==> src/rtl/vc_pkg.sv <==
package vc_pkg;
   typedef enum logic [1:0] {
      ST_RUN  = 2'd0,
      ST_VB   = 2'd1,
      ST_WB   = 2'd2,
      ST_FILL = 2'd3
   } vc_state_e;
endpackage

==> src/rtl/vc_main_array.sv <==
module vc_main_array #(
   parameter int SETS   = 4,
   parameter int TAG_W  = 5,
   parameter int LINE_W = 32,
   localparam int IDX_W = $clog2(SETS)
) (
   input  logic              clk,
   input  logic              rst_n,
   input  logic [IDX_W-1:0]  rd_idx,
   output logic              rd_valid,
   output logic              rd_dirty,
   output logic [TAG_W-1:0]  rd_tag,
   output logic [LINE_W-1:0] rd_line,
   input  logic              wr_en,
   input  logic [IDX_W-1:0]  wr_idx,
   input  logic              wr_dirty,
   input  logic [TAG_W-1:0]  wr_tag,
   input  logic [LINE_W-1:0] wr_line
);
   logic [TAG_W-1:0]  tag_q  [SETS];
   logic [LINE_W-1:0] line_q [SETS];
   logic [SETS-1:0]   valid_q;
   logic [SETS-1:0]   dirty_q;

   always_ff @(posedge clk or negedge rst_n) begin
      if (!rst_n) begin
         valid_q <= '0;
         dirty_q <= '0;
      end else if (wr_en) begin
         valid_q[wr_idx] <= 1'b1;
         dirty_q[wr_idx] <= wr_dirty;
      end
   end

   always_ff @(posedge clk) begin
      if (wr_en) begin
         tag_q[wr_idx]  <= wr_tag;
         line_q[wr_idx] <= wr_line;
      end
   end

   assign rd_valid = valid_q[rd_idx];
   assign rd_dirty = dirty_q[rd_idx];
   assign rd_tag   = tag_q[rd_idx];
   assign rd_line  = line_q[rd_idx];
endmodule

==> src/rtl/vc_lru.sv <==
module vc_lru #(
   parameter int N = 4,
   localparam int SW = $clog2(N)
) (
   input  logic          clk,
   input  logic          rst_n,
   input  logic          touch,
   input  logic [SW-1:0] touch_slot,
   output logic [SW-1:0] lru_slot
);
   // age 0 = most recent, N-1 = least recent; ages always form a permutation
   logic [SW-1:0] age_q [N];
   logic [SW-1:0] touch_age;

   assign touch_age = age_q[touch_slot];

   always_ff @(posedge clk or negedge rst_n) begin
      if (!rst_n) begin
         for (int i = 0; i < N; i++) age_q[i] <= SW'(i);
      end else if (touch) begin
         for (int i = 0; i < N; i++) begin
            if (touch_slot == SW'(i))      age_q[i] <= '0;
            else if (age_q[i] < touch_age) age_q[i] <= age_q[i] + 1'b1;
         end
      end
   end

   always_comb begin
      lru_slot = '0;
      for (int i = 0; i < N; i++)
         if (age_q[i] == SW'(N - 1)) lru_slot = SW'(i);
   end
endmodule

==> src/rtl/vc_victim_buf.sv <==
module vc_victim_buf #(
   parameter int N      = 4,
   parameter int LA_W   = 7,
   parameter int LINE_W = 32,
   localparam int SW    = $clog2(N)
) (
   input  logic              clk,
   input  logic              rst_n,
   input  logic [LA_W-1:0]   lk_addr,
   output logic [N-1:0]      lk_match,
   input  logic [SW-1:0]     hit_slot,
   output logic [LINE_W-1:0] hit_line,
   output logic              hit_dirty,
   output logic [SW-1:0]     vic_slot,
   output logic              vic_valid,
   output logic              vic_dirty,
   output logic [LA_W-1:0]   vic_addr,
   output logic [LINE_W-1:0] vic_line,
   input  logic              wr_en,
   input  logic [SW-1:0]     wr_slot,
   input  logic              wr_valid,
   input  logic              wr_dirty,
   input  logic [LA_W-1:0]   wr_addr,
   input  logic [LINE_W-1:0] wr_line
);
   logic [LA_W-1:0]   addr_q [N];
   logic [LINE_W-1:0] line_q [N];
   logic [N-1:0]      valid_q;
   logic [N-1:0]      dirty_q;
   logic              free_any;
   logic [SW-1:0]     free_slot;
   logic [SW-1:0]     lru_slot;

   for (genvar i = 0; i < N; i++) begin : g_cmp
      assign lk_match[i] = valid_q[i] && (addr_q[i] == lk_addr);
   end

   // lowest-numbered empty slot wins; LRU only when all are full
   always_comb begin
      free_any  = 1'b0;
      free_slot = '0;
      for (int i = N - 1; i >= 0; i--) begin
         if (!valid_q[i]) begin
            free_any  = 1'b1;
            free_slot = SW'(i);
         end
      end
   end

   vc_lru #(.N(N)) u_lru (
      .clk        (clk),
      .rst_n      (rst_n),
      .touch      (wr_en && wr_valid),
      .touch_slot (wr_slot),
      .lru_slot   (lru_slot)
   );

   assign vic_slot  = free_any ? free_slot : lru_slot;
   assign vic_valid = valid_q[vic_slot];
   assign vic_dirty = dirty_q[vic_slot];
   assign vic_addr  = addr_q[vic_slot];
   assign vic_line  = line_q[vic_slot];
   assign hit_line  = line_q[hit_slot];
   assign hit_dirty = dirty_q[hit_slot];

   always_ff @(posedge clk or negedge rst_n) begin
      if (!rst_n) begin
         valid_q <= '0;
         dirty_q <= '0;
      end else if (wr_en) begin
         valid_q[wr_slot] <= wr_valid;
         dirty_q[wr_slot] <= wr_dirty;
      end
   end

   always_ff @(posedge clk) begin
      if (wr_en) begin
         addr_q[wr_slot] <= wr_addr;
         line_q[wr_slot] <= wr_line;
      end
   end
endmodule

==> src/rtl/victim_cache.sv <==
module victim_cache #(
   parameter int ADDR_W = 8,
   parameter int DATA_W = 16,
   parameter int WORDS  = 2,
   parameter int SETS   = 4,
   parameter int VB_N   = 4,
   localparam int OFF_W  = $clog2(WORDS),
   localparam int LA_W   = ADDR_W - OFF_W,
   localparam int LINE_W = DATA_W * WORDS
) (
   input  logic              clk,
   input  logic              rst_n,
   input  logic              cpu_req,
   input  logic              cpu_we,
   input  logic [ADDR_W-1:0] cpu_addr,
   input  logic [DATA_W-1:0] cpu_wdata,
   output logic              cpu_ready,
   output logic              cpu_rsp_valid,
   output logic [DATA_W-1:0] cpu_rdata,
   output logic              mem_req,
   output logic              mem_we,
   output logic [LA_W-1:0]   mem_addr,
   output logic [LINE_W-1:0] mem_wdata,
   input  logic              mem_ack,
   input  logic [LINE_W-1:0] mem_rdata
);
   import vc_pkg::*;

   localparam int IDX_W  = $clog2(SETS);
   localparam int TAG_W  = LA_W - IDX_W;
   localparam int SLOT_W = $clog2(VB_N);

   if (WORDS < 2 || (WORDS & (WORDS - 1)) != 0) begin : g_bad_words
      $error("WORDS must be a power of two, at least 2");
   end
   if (SETS < 2 || (SETS & (SETS - 1)) != 0) begin : g_bad_sets
      $error("SETS must be a power of two, at least 2");
   end
   if (VB_N < 2 || (VB_N & (VB_N - 1)) != 0) begin : g_bad_vb
      $error("VB_N must be a power of two, at least 2");
   end
   if (TAG_W < 1) begin : g_bad_tag
      $error("ADDR_W leaves no tag bits");
   end

   vc_state_e st_q, st_d;
   logic              req_we_q;
   logic [ADDR_W-1:0] req_addr_q;
   logic [DATA_W-1:0] req_wdata_q;
   logic              rsp_v_q;
   logic [DATA_W-1:0] rdata_q;

   logic              cur_we;
   logic [ADDR_W-1:0] cur_addr;
   logic [DATA_W-1:0] cur_wdata;
   logic [IDX_W-1:0]  cur_idx;
   logic [TAG_W-1:0]  cur_tag;
   logic [OFF_W-1:0]  cur_off;
   logic [LA_W-1:0]   cur_la;

   logic              m_valid, m_dirty, m_hit;
   logic [TAG_W-1:0]  m_tag;
   logic [LINE_W-1:0] m_line;

   logic [VB_N-1:0]   vb_match;
   logic              vb_hit, vb_swap;
   logic [SLOT_W-1:0] vb_slot;
   logic [LINE_W-1:0] hit_line;
   logic              hit_dirty;
   logic [SLOT_W-1:0] vic_slot;
   logic              vic_valid, vic_dirty;
   logic [LA_W-1:0]   vic_addr;
   logic [LINE_W-1:0] vic_line;

   logic              accept, fill_done, done;
   logic              main_wr, main_wr_dirty;
   logic              vb_wr, vb_wr_valid;
   logic [SLOT_W-1:0] vb_wr_slot;
   logic [LINE_W-1:0] src_line, merged;
   logic [DATA_W-1:0] rword;

   // ---------------- request selection ----------------
   assign cur_we    = (st_q == ST_RUN) ? cpu_we    : req_we_q;
   assign cur_addr  = (st_q == ST_RUN) ? cpu_addr  : req_addr_q;
   assign cur_wdata = (st_q == ST_RUN) ? cpu_wdata : req_wdata_q;
   assign cur_off   = cur_addr[OFF_W-1:0];
   assign cur_idx   = cur_addr[OFF_W +: IDX_W];
   assign cur_tag   = cur_addr[ADDR_W-1 -: TAG_W];
   assign cur_la    = cur_addr[ADDR_W-1:OFF_W];

   // ---------------- storage ----------------
   vc_main_array #(.SETS(SETS), .TAG_W(TAG_W), .LINE_W(LINE_W)) u_main (
      .clk      (clk),
      .rst_n    (rst_n),
      .rd_idx   (cur_idx),
      .rd_valid (m_valid),
      .rd_dirty (m_dirty),
      .rd_tag   (m_tag),
      .rd_line  (m_line),
      .wr_en    (main_wr),
      .wr_idx   (cur_idx),
      .wr_dirty (main_wr_dirty),
      .wr_tag   (cur_tag),
      .wr_line  (merged)
   );

   vc_victim_buf #(.N(VB_N), .LA_W(LA_W), .LINE_W(LINE_W)) u_vb (
      .clk       (clk),
      .rst_n     (rst_n),
      .lk_addr   (cur_la),
      .lk_match  (vb_match),
      .hit_slot  (vb_slot),
      .hit_line  (hit_line),
      .hit_dirty (hit_dirty),
      .vic_slot  (vic_slot),
      .vic_valid (vic_valid),
      .vic_dirty (vic_dirty),
      .vic_addr  (vic_addr),
      .vic_line  (vic_line),
      .wr_en     (vb_wr),
      .wr_slot   (vb_wr_slot),
      .wr_valid  (vb_wr_valid),
      .wr_dirty  (m_dirty),
      .wr_addr   ({m_tag, cur_idx}),
      .wr_line   (m_line)
   );

   always_comb begin
      vb_slot = '0;
      for (int i = 0; i < VB_N; i++)
         if (vb_match[i]) vb_slot = SLOT_W'(i);
   end

   assign m_hit     = m_valid && (m_tag == cur_tag);
   assign vb_hit    = |vb_match;
   assign accept    = (st_q == ST_RUN) && cpu_req;
   assign vb_swap   = (st_q == ST_VB) && vb_hit;
   assign fill_done = (st_q == ST_FILL) && mem_ack;
   assign done      = (accept && m_hit) || vb_swap || fill_done;

   // ---------------- line data path ----------------
   always_comb begin
      unique case (st_q)
         ST_VB:   src_line = hit_line;
         ST_FILL: src_line = mem_rdata;
         default: src_line = m_line;
      endcase
   end

   always_comb begin
      merged = src_line;
      for (int w = 0; w < WORDS; w++)
         if (cur_we && cur_off == OFF_W'(w)) merged[w*DATA_W +: DATA_W] = cur_wdata;
   end

   assign rword = merged[cur_off*DATA_W +: DATA_W];

   // ---------------- array updates ----------------
   assign main_wr = (accept && m_hit && cur_we) || vb_swap || fill_done;

   always_comb begin
      unique case (st_q)
         ST_VB:   main_wr_dirty = hit_dirty | cur_we;
         ST_FILL: main_wr_dirty = cur_we;
         default: main_wr_dirty = 1'b1;
      endcase
   end

   // swap: the displaced line takes the freed slot; fill: it takes the victim slot
   assign vb_wr       = vb_swap || (fill_done && m_valid);
   assign vb_wr_slot  = vb_swap ? vb_slot : vic_slot;
   assign vb_wr_valid = m_valid;

   // ---------------- control ----------------
   always_comb begin
      st_d = st_q;
      unique case (st_q)
         ST_RUN:  if (accept && !m_hit) st_d = ST_VB;
         ST_VB: begin
            if (vb_hit)                                 st_d = ST_RUN;
            else if (m_valid && vic_valid && vic_dirty) st_d = ST_WB;
            else                                        st_d = ST_FILL;
         end
         ST_WB:   if (mem_ack) st_d = ST_FILL;
         ST_FILL: if (mem_ack) st_d = ST_RUN;
         default: st_d = ST_RUN;
      endcase
   end

   always_ff @(posedge clk or negedge rst_n) begin
      if (!rst_n) begin
         st_q    <= ST_RUN;
         rsp_v_q <= 1'b0;
      end else begin
         st_q    <= st_d;
         rsp_v_q <= done;
      end
   end

   always_ff @(posedge clk) begin
      if (accept) begin
         req_we_q    <= cpu_we;
         req_addr_q  <= cpu_addr;
         req_wdata_q <= cpu_wdata;
      end
      if (done) rdata_q <= rword;
   end

   assign cpu_ready     = (st_q == ST_RUN);
   assign cpu_rsp_valid = rsp_v_q;
   assign cpu_rdata     = rdata_q;
   assign mem_req       = (st_q == ST_WB) || (st_q == ST_FILL);
   assign mem_we        = (st_q == ST_WB);
   assign mem_addr      = (st_q == ST_WB) ? vic_addr : cur_la;
   assign mem_wdata     = vic_line;
endmodule

==> config.mk <==
export PLATFORM = sky130hd
export DESIGN_NAME = victim_cache
export DESIGN_NICKNAME = d
export VERILOG_FILES = /design/src/rtl/vc_pkg.sv /design/src/rtl/vc_main_array.sv /design/src/rtl/vc_lru.sv /design/src/rtl/vc_victim_buf.sv /design/src/rtl/victim_cache.sv
export SDC_FILE = /design/constraint.sdc
export NUM_CORES = 1
export LEC_CHECK = 0
export ABC_AREA = 1
export BUFFER_PORTS_ARGS = -buffer_cell sky130_fd_sc_hd__buf_2
export CAP_MARGIN = 20
export CORE_MARGIN = 2
export CORE_UTILIZATION = 35
export DETAILED_ROUTE_END_ITERATION = 10
export PLACE_DENSITY = 0.5
export SYNTH_ARGS = -nofsm -noshare
export SYNTH_HDL_FRONTEND = slang
export SYNTH_SLANG_ARGS = --single-unit
==> constraint.sdc <==
create_clock -name clk -period 6.4 [get_ports clk]
set_clock_uncertainty 0.2 [all_clocks]
set_input_delay 1.92 -clock clk [delete_from_list [all_inputs] [get_ports clk]]
set_output_delay 1.92 -clock clk [all_outputs]
set_load 0.005 [all_outputs]
== Word level (Yosys, flattened, before mapping) ==
Memory sizes are Yosys's and may differ from the RTL's.
Cells that the tools add are included.

* Bits in registers: 68
* Bits in writable memories: 304
* Bits of input ports: 61
* Output and inout bits: 59
* Word-level logic and storage cells: 155
* Memories: 4

* Add/subtract/negate cells: 4
* Magnitude comparators: 11
* Eq/ne operators: 17
* Shifts and indexed selects: 1
* Mux-type cells: 62
* Bitwise gates (word level): 4
* Reduce and logical (&&, ||, !) cells: 38

{| class="wikitable"
|+ Memory list
! memory !! depth !! width !! rd ports !! clocked after memory_dff !! write ports !! RTL line !! text
|-
| u_main.line_q || 4 || 32 || 1 || 0 || 1 || vc_main_array.sv:21 || <nowiki>logic [LINE_W-1:0] line_q [SETS];</nowiki>
|-
| u_vb.line_q || 4 || 32 || 2 || 0 || 1 || vc_victim_buf.sv:27 || <nowiki>logic [LINE_W-1:0] line_q [N];</nowiki>
|-
| u_vb.addr_q || 4 || 7 || 5 || 0 || 1 || vc_victim_buf.sv:26 || <nowiki>logic [LA_W-1:0] addr_q [N];</nowiki>
|-
| u_main.tag_q || 4 || 5 || 1 || 0 || 1 || vc_main_array.sv:20 || <nowiki>logic [TAG_W-1:0] tag_q [SETS];</nowiki>
|}

{| class="wikitable"
|+ Operator list
! operator !! count
|-
| $pmux 32 s2 || 1
|-
| $mux 16 || 3
|-
| $mux 2 || 24
|-
| $shiftx 32x6->16 || 1
|-
| $eq 7x7->1 || 4
|-
| $logic_and 1x1->1 || 19
|-
| $mux 1 || 19
|-
| $eq 2x2->1 const B || 7
|-
| $bwmux 4 || 3
|-
| $lt 2x3->1 const B || 4
|-
| $bmux 1 s2 || 5
|-
| $add 2x1->2 const B || 4
|-
| $lt 2x2->1 || 4
|-
| $mux 8 || 1
|-
| $pmux 2 s4 || 1
|-
| $reduce_and 2->1 || 4
|-
| $reduce_bool 2->1 || 4
|-
| $mux 7 || 1
|-
| $logic_or 1x1->1 || 6
|-
| $eq 5x5->1 || 1
|-
| $bmux 2 s2 || 1
|-
| $demux 1 s2 || 2
|-
| $eq 2x1->1 const B || 2
|-
| $ge 2x1->1 const B || 2
|-
| other kinds (12) || 14
|}

== Longest topological paths before layout ==
Gate-level depths: netlist of the first run.

* Depth after elaboration: 15
* Mapped depth: 25

== Hierarchy ==
From an unflattened synthesis of the first run, not the netlist that was laid out.

* Cell total of the unflattened synthesis: 2091
* Area total of the unflattened synthesis: 18764.2 um^2

{| class="wikitable"
|+ By module, submodules not included
! module !! times used !! cells each !! area each (um^2)
|-
| vc_victim_buf || 1 || 892 || 8256.7
|-
| vc_main_array || 1 || 638 || 6620.1
|-
| victim_cache || 1 || 455 || 3209.3
|-
| vc_lru || 1 || 106 || 678.2
|}

== Worst setup path after synthesis of the first run ==
No wires, ideal clock.

* Path kind: input to register
* Start point: input cpu_req
* End point: memory u_main.line_q[1][0] (enable)
* Library setup time: 434 ps
* Arrival: 5445 ps
* Path slack: 321 ps
* Cell stages on the path: 6
* Cell sequence: inv_1 nor2_1 nand4_1 nand2_1 nand2_1 nor2_1

* Word-level cells in the longest chain between the ends: 7

{| class="wikitable"
|+ Ends and longest elaborated chain
! element !! RTL line !! text
|-
| start, declared || victim_cache.sv:13 || <nowiki>input logic cpu_req,</nowiki>
|-
| $logic_and 1x1->1 || victim_cache.sv:136 || <nowiki>assign accept = (st_q == ST_RUN) && cpu_req;</nowiki>
|-
| net accept || victim_cache.sv:75 || <nowiki>logic accept, fill_done, done;</nowiki>
|-
| $logic_and 1x1->1 (2 in a row) || victim_cache.sv:159 || <nowiki>assign main_wr = (accept && m_hit && cur_we) || vb_swap || fill_done;</nowiki>
|-
| $logic_or 1x1->1 (2 in a row) || victim_cache.sv:159 ||
|-
| $mux 1 || vc_main_array.sv:36 || <nowiki>if (wr_en) begin</nowiki>
|-
| $mux 1 (implied by the code) || vc_main_array.sv:38 || <nowiki>line_q[wr_idx] <= wr_line;</nowiki>
|-
| end, declared || vc_main_array.sv:21 ||
|}

The timed path passes the listed nets, and every way through them passes these cells.

== Worst setup path in the final report of the first run ==
* Start point: register u_vb.valid_q[1]
* End point: output mem_wdata[2]

* Word-level cells in the longest chain between the ends: 4
* Elaborated cells between the ends (all ways): 6

{| class="wikitable"
|+ Ends and longest elaborated chain
! element !! RTL line !! text
|-
| start, declared || vc_victim_buf.sv:28 || <nowiki>logic [N-1:0] valid_q;</nowiki>
|-
| start signal, assigned by index || vc_victim_buf.sv:71 || <nowiki>valid_q[wr_slot] <= wr_valid;</nowiki>
|-
| $mux 2 / $mux 1 (equally long branches) (2 in a row) || vc_victim_buf.sv:43 || <nowiki>if (!valid_q[i]) begin</nowiki>
|-
| $mux 2 * || vc_victim_buf.sv:58 || <nowiki>assign vic_slot = free_any ? free_slot : lru_slot;</nowiki>
|-
| $mem_v2 4x32 * || - ||
|-
| end, declared || victim_cache.sv:23 || <nowiki>output logic [LINE_W-1:0] mem_wdata,</nowiki>
|}

Mark *: on every way between the ends. The rest lies on a longest branch, timed or not.

==> results.toml, run 1 <==
[setup_path]
critPathMaxStageDelay_ns = 0.70
crit_slowest_cell = "buf_4"
start_kind = "register"
cp-end-kind = "output port"
critical_path.top_delay_family = "simple AND/OR/NAND/NOR gates"
startpoint = "u_vb.valid_q[1]$_DFFE_PN0P_"
cp_data_required_time_ns = 4.28
critical_path.max_fanout = 86
critical_path_class = "register to output port"
crit_buf_inv = 2
cp_cell_sequence = "nand2_1 > nor3_1 > nand2_1 > nand2_2 > buf_4 > nor2_1 > o32ai_1 > buf_2"
crit_top_cell = "nand2_1"
cp_data_arrival_time_ns = 3.55

[sta]
period_minus_slack_ns = 5.67
finalCritPeriodShare = 0.886
setup_tns_ns = 0
finalSetupViolations = 0
rsz0062_at_grt = "no"
holdWs_ns = 0.266
fmax_mhz = 176
slew_headroom = 0.350
setup_slack_ns = 0.732
drv_slew = 0
worstMarginPinSlew_ns = 0.973
hold_viol = 0

[floorplan]
dieWidth_um = 224
io_pins = 120
rows = 80
dieArea_um2 = 50300
die_h_um = 224
core-area_um2 = 47800
initial_core_util = 0.355

[logic_synthesis]
yosysUniqueCellTypes = 44
synth_enable_flop_cells = 345
synth-seq-area-share = 0.650
ys.flop_type = "edfxtp_1"
syn_area_per_cell_um2 = 10.8
syn_nets = 1641
synth.yosys.warnings = 0
async_reset_ff_frac = 0.0726
postSynthRegisterBits = 372
synth_area_um2 = 17000
syn_inst = 1577

[clocking]
clock-root-buffer = "clkbuf_16"
cts.sink_count = 372
holdBufCountCts = 0
cts_tree = "yes"
worstSkewPairLatency_ns = 0.58
cts_resized = 0
htreeDepth = 2
numCtsBuffers = 42
cts_max_path_buffers = 3
clk_pin_slew_worst_paths_ns = 0.06
cts_post_setup_buffers_inserted = 0

[pwr]
vdd_drop_max_uv = 228
sw_frac_of_total = 0.415
clock_power_share = 0.220
seqPwrFrac = 0.364
power_density_nw_per_um2 = 515
p_leak_nw = 7.40
internal-power_mw = 5.96
comb_power_share = 0.416
power.switching_mw = 4.22
fin_total_pwr_mw = 10.2

[grt]
grt_pass1_wl_mm = 78.0
grt_usage = 0.210
grt_pass1_vias = 12085
grt_overflow_total = 0
antenna_found_initial = 0
grt_max_degree = 87

[drt]
drtPass1Iterations = 6
drt-total-wl_mm = 53.3
first_iter_violations = 1619
detail-route-antenna-nets = 0
drc = 0
vias_per_cell = 5.46
via_count = 12835
routedWlPerCell_um = 22.7

[worst_hold_path]
min-delay-start = "u_main.valid_q[0]$_DFFE_PN0P_"
min_path_type = "register to register"

[finish]
final_layout_size_suffix_gt1_frac = 0.170
fin_area_um2 = 19800
area_growth_pct = 16.5
nets = 1766

[placement]
dpl_worst_slack_ns = 0.887
portBuffers = 119
hpwl_mm = 35.4
gp_congestion = 0.836
placed_cell_area_um2 = 18500

[flow_run]
drv_cap = 0

[status]
status = "finished clean"
[power groups by stage]
| stage | Clock (mW) | Sequential (mW) | Combinational [mW] |
|---|---|---|---|
| 2_1_floorplan | 0 | 3.70 | 2.49 |
| 3_3_place_gp | 0 | 3.75 | 4.19 |
| 3_5_place_dp | 0 | 3.75 | 4.23 |
| 4_1_cts | 2.29 | 3.71 | 4.25 |
| 5_1_grt | 2.39 | 3.75 | 4.69 |
| 6_report | 2.24 | 3.71 | 4.23 |
[cell families after synthesis]
| group | share of synthesized area |
|---|---|
| buffers and inverters | 0.0478 |
| muxes | 0.00427 |
| and+or+nand+nor | 0.156 |
| AOI/OAI and AO/OA | 0.138 |
| xor gates and xnor gates | 0.00103 |
| adders and majority gates | 0.00221 |
| DFF | 0.650 |
[cell usage after synthesis (2+ instances only)]
cell	count	area share
inv_2	16	0.0035
nor2_1	172	0.038
or2_2	10	0.0037
nand2_2	15	0.0055
inv_1	111	0.025
o21ai_2	2	0.0010
clkbuf_1	61	0.013
mux2_1	2	0.0013
a22oi_1	52	0.023
ha_1	3	0.0022
o32ai_1	24	0.012
nand3b_1	2	0.00088
dfstp_2	4	0.0062
a21oi_1	32	0.0094
mux2i_1	5	0.0029
a221oi_1	32	0.017
nand2_1	294	0.065
dfrtp_1	23	0.034
o21ai_1	24	0.0071
xor2_1	2	0.0010
o22ai_1	28	0.010
o21ai_0	125	0.037
buf_1	6	0.0013
nand3_2	2	0.0012
nand3_1	108	0.032
nand4_1	2	0.00074
o221ai_1	29	0.015
a31oi_1	8	0.0029
nor2_2	9	0.0033
buf_2	10	0.0029
nand2_4	2	0.0013
nor3_1	2	0.00059
buf_6	2	0.0013
nor2_4	4	0.0027
edfxtp_1	345	0.61
[final cells by class]
class / count / area (um^2)
Timing Repair Buffer: 160 / 1000
Multi-Input combinational cell: 997 / 5210
Sequential cell: 372 / 11000
Clock buffer: 52 / 1090
Antenna cell: 1 / 2.50
Clock inverter: 24 / 179
Inverter: 129 / 487
Fill cell: 4594 / 28100
Tap cell: 615 / 769
[path summary, 6_finish.rpt]
kind	depth (start not counted)	slack (ns)	endpoint
worst min-delay path	2	0.27	u_main.valid_q[0]$_DFFE_PN0P_
worst min register to register	2	0.27	u_main.valid_q[0]$_DFFE_PN0P_
max in group asynchronous	1	4.28	asynchronous set/reset pin
min in group asynchronous	1	1.22	cpu_rsp_valid$_DFF_PN0_
worst max register to register	16	1.45	cpu_rdata[12]$_DFFE_PP_
worst max-delay path	8	0.73	mem_wdata[2]
[layout by cell type, fill, tap and decap left out, types with 3 or more instances in the layout]
| cell | netlist | layout |
|---|---|---|
| buf_12 | 0 | 8 |
| or2_2 | 10 | 10 |
| clkinv_2 | 0 | 9 |
| a221oi_1 | 32 | 32 |
| o221ai_1 | 29 | 29 |
| nand3_1 | 108 | 108 |
| dfstp_2 | 4 | 4 |
| mux2i_1 | 5 | 5 |
| o21ai_1 | 24 | 24 |
| nor2_1 | 172 | 164 |
| nand2_2 | 15 | 16 |
| buf_4 | 0 | 33 |
| a22oi_1 | 52 | 52 |
| clkbuf_1 | 61 | 10 |
| buf_2 | 10 | 119 |
| inv_2 | 16 | 17 |
| clkinv_1 | 1 | 13 |
| dfrtp_1 | 23 | 23 |
| inv_1 | 111 | 109 |
| a31oi_1 | 8 | 7 |
| nor2_4 | 4 | 14 |
| nand2_1 | 294 | 293 |
| a21oi_1 | 32 | 32 |
| clkbuf_16 | 0 | 42 |
| o21ai_0 | 125 | 125 |
| edfxtp_1 | 345 | 345 |
| ha_1 | 3 | 3 |
| o22ai_1 | 28 | 28 |
| nor2_2 | 9 | 7 |
| o32ai_1 | 24 | 24 |
[per-layer routing]
metal	vias to the layer above	routed length, um	global-route usage
met4	0	980	0.0575
met1	6319	24700	0.319
met3	59	4510	0.0400
met5	-	0	0
met2	521	23100	0.308
li1	5936	-	-
[registers in the layout, summed over array words and instances (netlist names), 8 cells and up, named ones only]
signal and flops:
cpu_rdata 16, u_vb.u_lru.age_q 8, u_vb.addr_q 28, req_wdata_q 16, u_vb.line_q 128, u_main.line_q 128, u_main.tag_q 20, req_addr_q 8
[per-stage QoR]
stage,instances,utilization
final,2350,0.413
after floorplan,1577,-
after global routing,2349,0.413
after detailed placement,2273,0.387
after global placement,2273,0.387
after CTS,2349,0.413
[worst min-delay path: cells and delay by family (launching register included)]
family / cells / cell delay, ns
flip-flops: 1 / 0.32
buffers and inverters: 1 / 0.05
AO/OA/AOI/OAI: 1 / 0.06
Power figures use the tool's default switching activity.
==> inputs of run 2 (changes only) <==
--- a/config.mk
+++ b/config.mk
@@ -6,12 +6,12 @@
 export NUM_CORES = 1
 export LEC_CHECK = 0
 export ABC_AREA = 1
-export BUFFER_PORTS_ARGS = -buffer_cell sky130_fd_sc_hd__buf_2
 export CAP_MARGIN = 20
 export CORE_MARGIN = 2
 export CORE_UTILIZATION = 35
 export DETAILED_ROUTE_END_ITERATION = 10
-export PLACE_DENSITY = 0.5
+export DONT_BUFFER_PORTS = 1
+export PLACE_DENSITY = 0.48
 export SYNTH_ARGS = -nofsm -noshare
 export SYNTH_HDL_FRONTEND = slang
 export SYNTH_SLANG_ARGS = --single-unit
==> run 2 against run 1 <==
  * Wire length increased by 1.1%
  * Flip-flop and latch count is the same
  * Global-route usage grew 0.37 points
  * Cell area fell by 2.7%
  * Utilization shrank 1.1 points
  * Die area unchanged
  * Critical path depth shrank 1
  * Critical endpoint is now mem_addr[0]
  * Highest routed layer is now met5
==> results.toml, run 2 (same netlist as run 1, synthesis figures left out) <==
[clocking]
holdBufCountCts = 0
clk_pin_slew_worst_paths_ns = 0.06
cts_max_path_buffers = 3
cts.sink_count = 372
numCtsBuffers = 44
cts_tree = "yes"
clock-root-buffer = "clkbuf_16"
htreeDepth = 2
cts_resized = 0
worstSkewPairLatency_ns = 0.58
cts_post_setup_buffers_inserted = 0

[sta]
holdWs_ns = 0.259
setup_tns_ns = 0
hold_viol = 0
rsz0062_at_grt = "no"
period_minus_slack_ns = 5.63
setup_slack_ns = 0.766
drv_slew = 0
worstMarginPinSlew_ns = 0.949
slew_headroom = 0.367
finalSetupViolations = 0
fmax_mhz = 178
finalCritPeriodShare = 0.880

[setup_path]
critical_path_class = "register to output port"
reg2reg_slack_ns = 1.90
cp-end-kind = "output port"
cp_data_required_time_ns = 4.28
start_kind = "register"
cp_data_arrival_time_ns = 3.51
critical_path.max_fanout = 27

[grt]
antenna_found_initial = 7
grt_pass1_wl_mm = 78.8
grt_pass1_vias = 11720
grt_usage = 0.214
grt_max_degree = 87
grt_overflow_total = 0

[drt]
first_iter_violations = 1183
via_count = 12310
drt-total-wl_mm = 53.9
vias_per_cell = 5.52
drc = 0
routedWlPerCell_um = 24.2
drtPass1Iterations = 5
detail-route-antenna-nets = 0

[pwr]
power_density_nw_per_um2 = 526
vdd_drop_max_uv = 287
p_leak_nw = 6.97
fin_total_pwr_mw = 10.1

[finish]
nets = 1648
reg_top3 = "u_main.line_q x128, u_vb.line_q x128, u_vb.addr_q x28"
final_util = 0.402
mostFrequentLayoutCells = "edfxtp_1, nand2_1, nor2_1, o21ai_0, inv_1"
final_layout_size_suffix_gt1_frac = 0.109
final_cell_count_no_fill = 2230
fin_area_um2 = 19200
nFillCells = 4607
layout.cells.most_common = "edfxtp_1"
area_growth_pct = 13.3

[worst_hold_path]
min_path_type = "register to register"

[status]
status = "finished clean"

[flow_run]
drv_cap = 0

[floorplan]
io_pins = 120
initial_core_util = 0.355
die_h_um = 224
dieWidth_um = 224
core-area_um2 = 47800
dieArea_um2 = 50300
rows = 80

[placement]
portBuffers = 0
gp_congestion = 0.864
dp_cells = 2153
placed_cell_area_um2 = 17900
hpwl_mm = 35.8
dpl_worst_slack_ns = 1.03
## run 2: cell types whose count changed in the layout (fill, tap and decap cells not counted), moves of 2 or more
cell       delta
buf_12        -2
buf_2       -119
bufinv_16     +2
clkbuf_16     +3
clkinv_1      -4
clkinv_2      -3
clkinv_8      -2
diode_2       +2
## run 2: worst paths after layout
path | startpoint | endpoint | depth (start not counted)
max | u_vb.u_lru.age_q[0]$_DFFE_PN1P_ | mem_addr[0] | 7
min | u_main.valid_q[2]$_DFFE_PN0P_ | u_main.valid_q[2]$_DFFE_PN0P_ | 2
max reg2reg | register | u_main.line_q[1][20]$_DFFE_PP_ | 17
min reg2reg | u_main.valid_q[2]$_DFFE_PN0P_ | u_main.valid_q[2]$_DFFE_PN0P_ | 2
max in group asynchronous | rst_n | u_vb.u_lru.age_q[4]$_DFFE_PN1P_ | 0
min in group asynchronous | rst_n | st_q[0]$_DFFE_PN0P_ | 0
## run 2: worst max-delay path, cell delays in order, from the launching register on
cell	delay, ns
dfstp_2	0.58
ha_1	0.20
inv_1	0.08
a31oi_4	0.77
clkinv_1	0.64
a21oi_1	0.24
o21ai_0	0.10
a31oi_1	0.31
## run 2: power by group
| part | leakage [nW] | switching, mW | internal [mW] | total (mW) |
|---|---|---|---|---|
| combinational | 2.86 | 3.00 | 1.01 | 4.01 |
| clock | 0.662 | 0.974 | 1.41 | 2.39 |
| sequential | 3.44 | 0.202 | 3.52 | 3.72 |
## run 2: cell type report
type	instances	area [um^2]	area share
Timing Repair Buffer	40	375	0.0195
Tap cell	615	769	0.0400
Multi-Input combinational cell	997	5210	0.271
Sequential cell	372	11000	0.574
Inverter	129	487	0.0253
Clock inverter	18	170	0.00884
Clock buffer	56	1180	0.0612
Antenna cell	3	7.51	0.000390
## run 2: layer usage
metal  part of all wire  global-route usage  wire length, um
met1               0.47               0.316            25100
met2               0.43               0.315            23300
met3              0.078              0.0464             4210
met4              0.022              0.0654             1180
met5            0.00084                   0               45
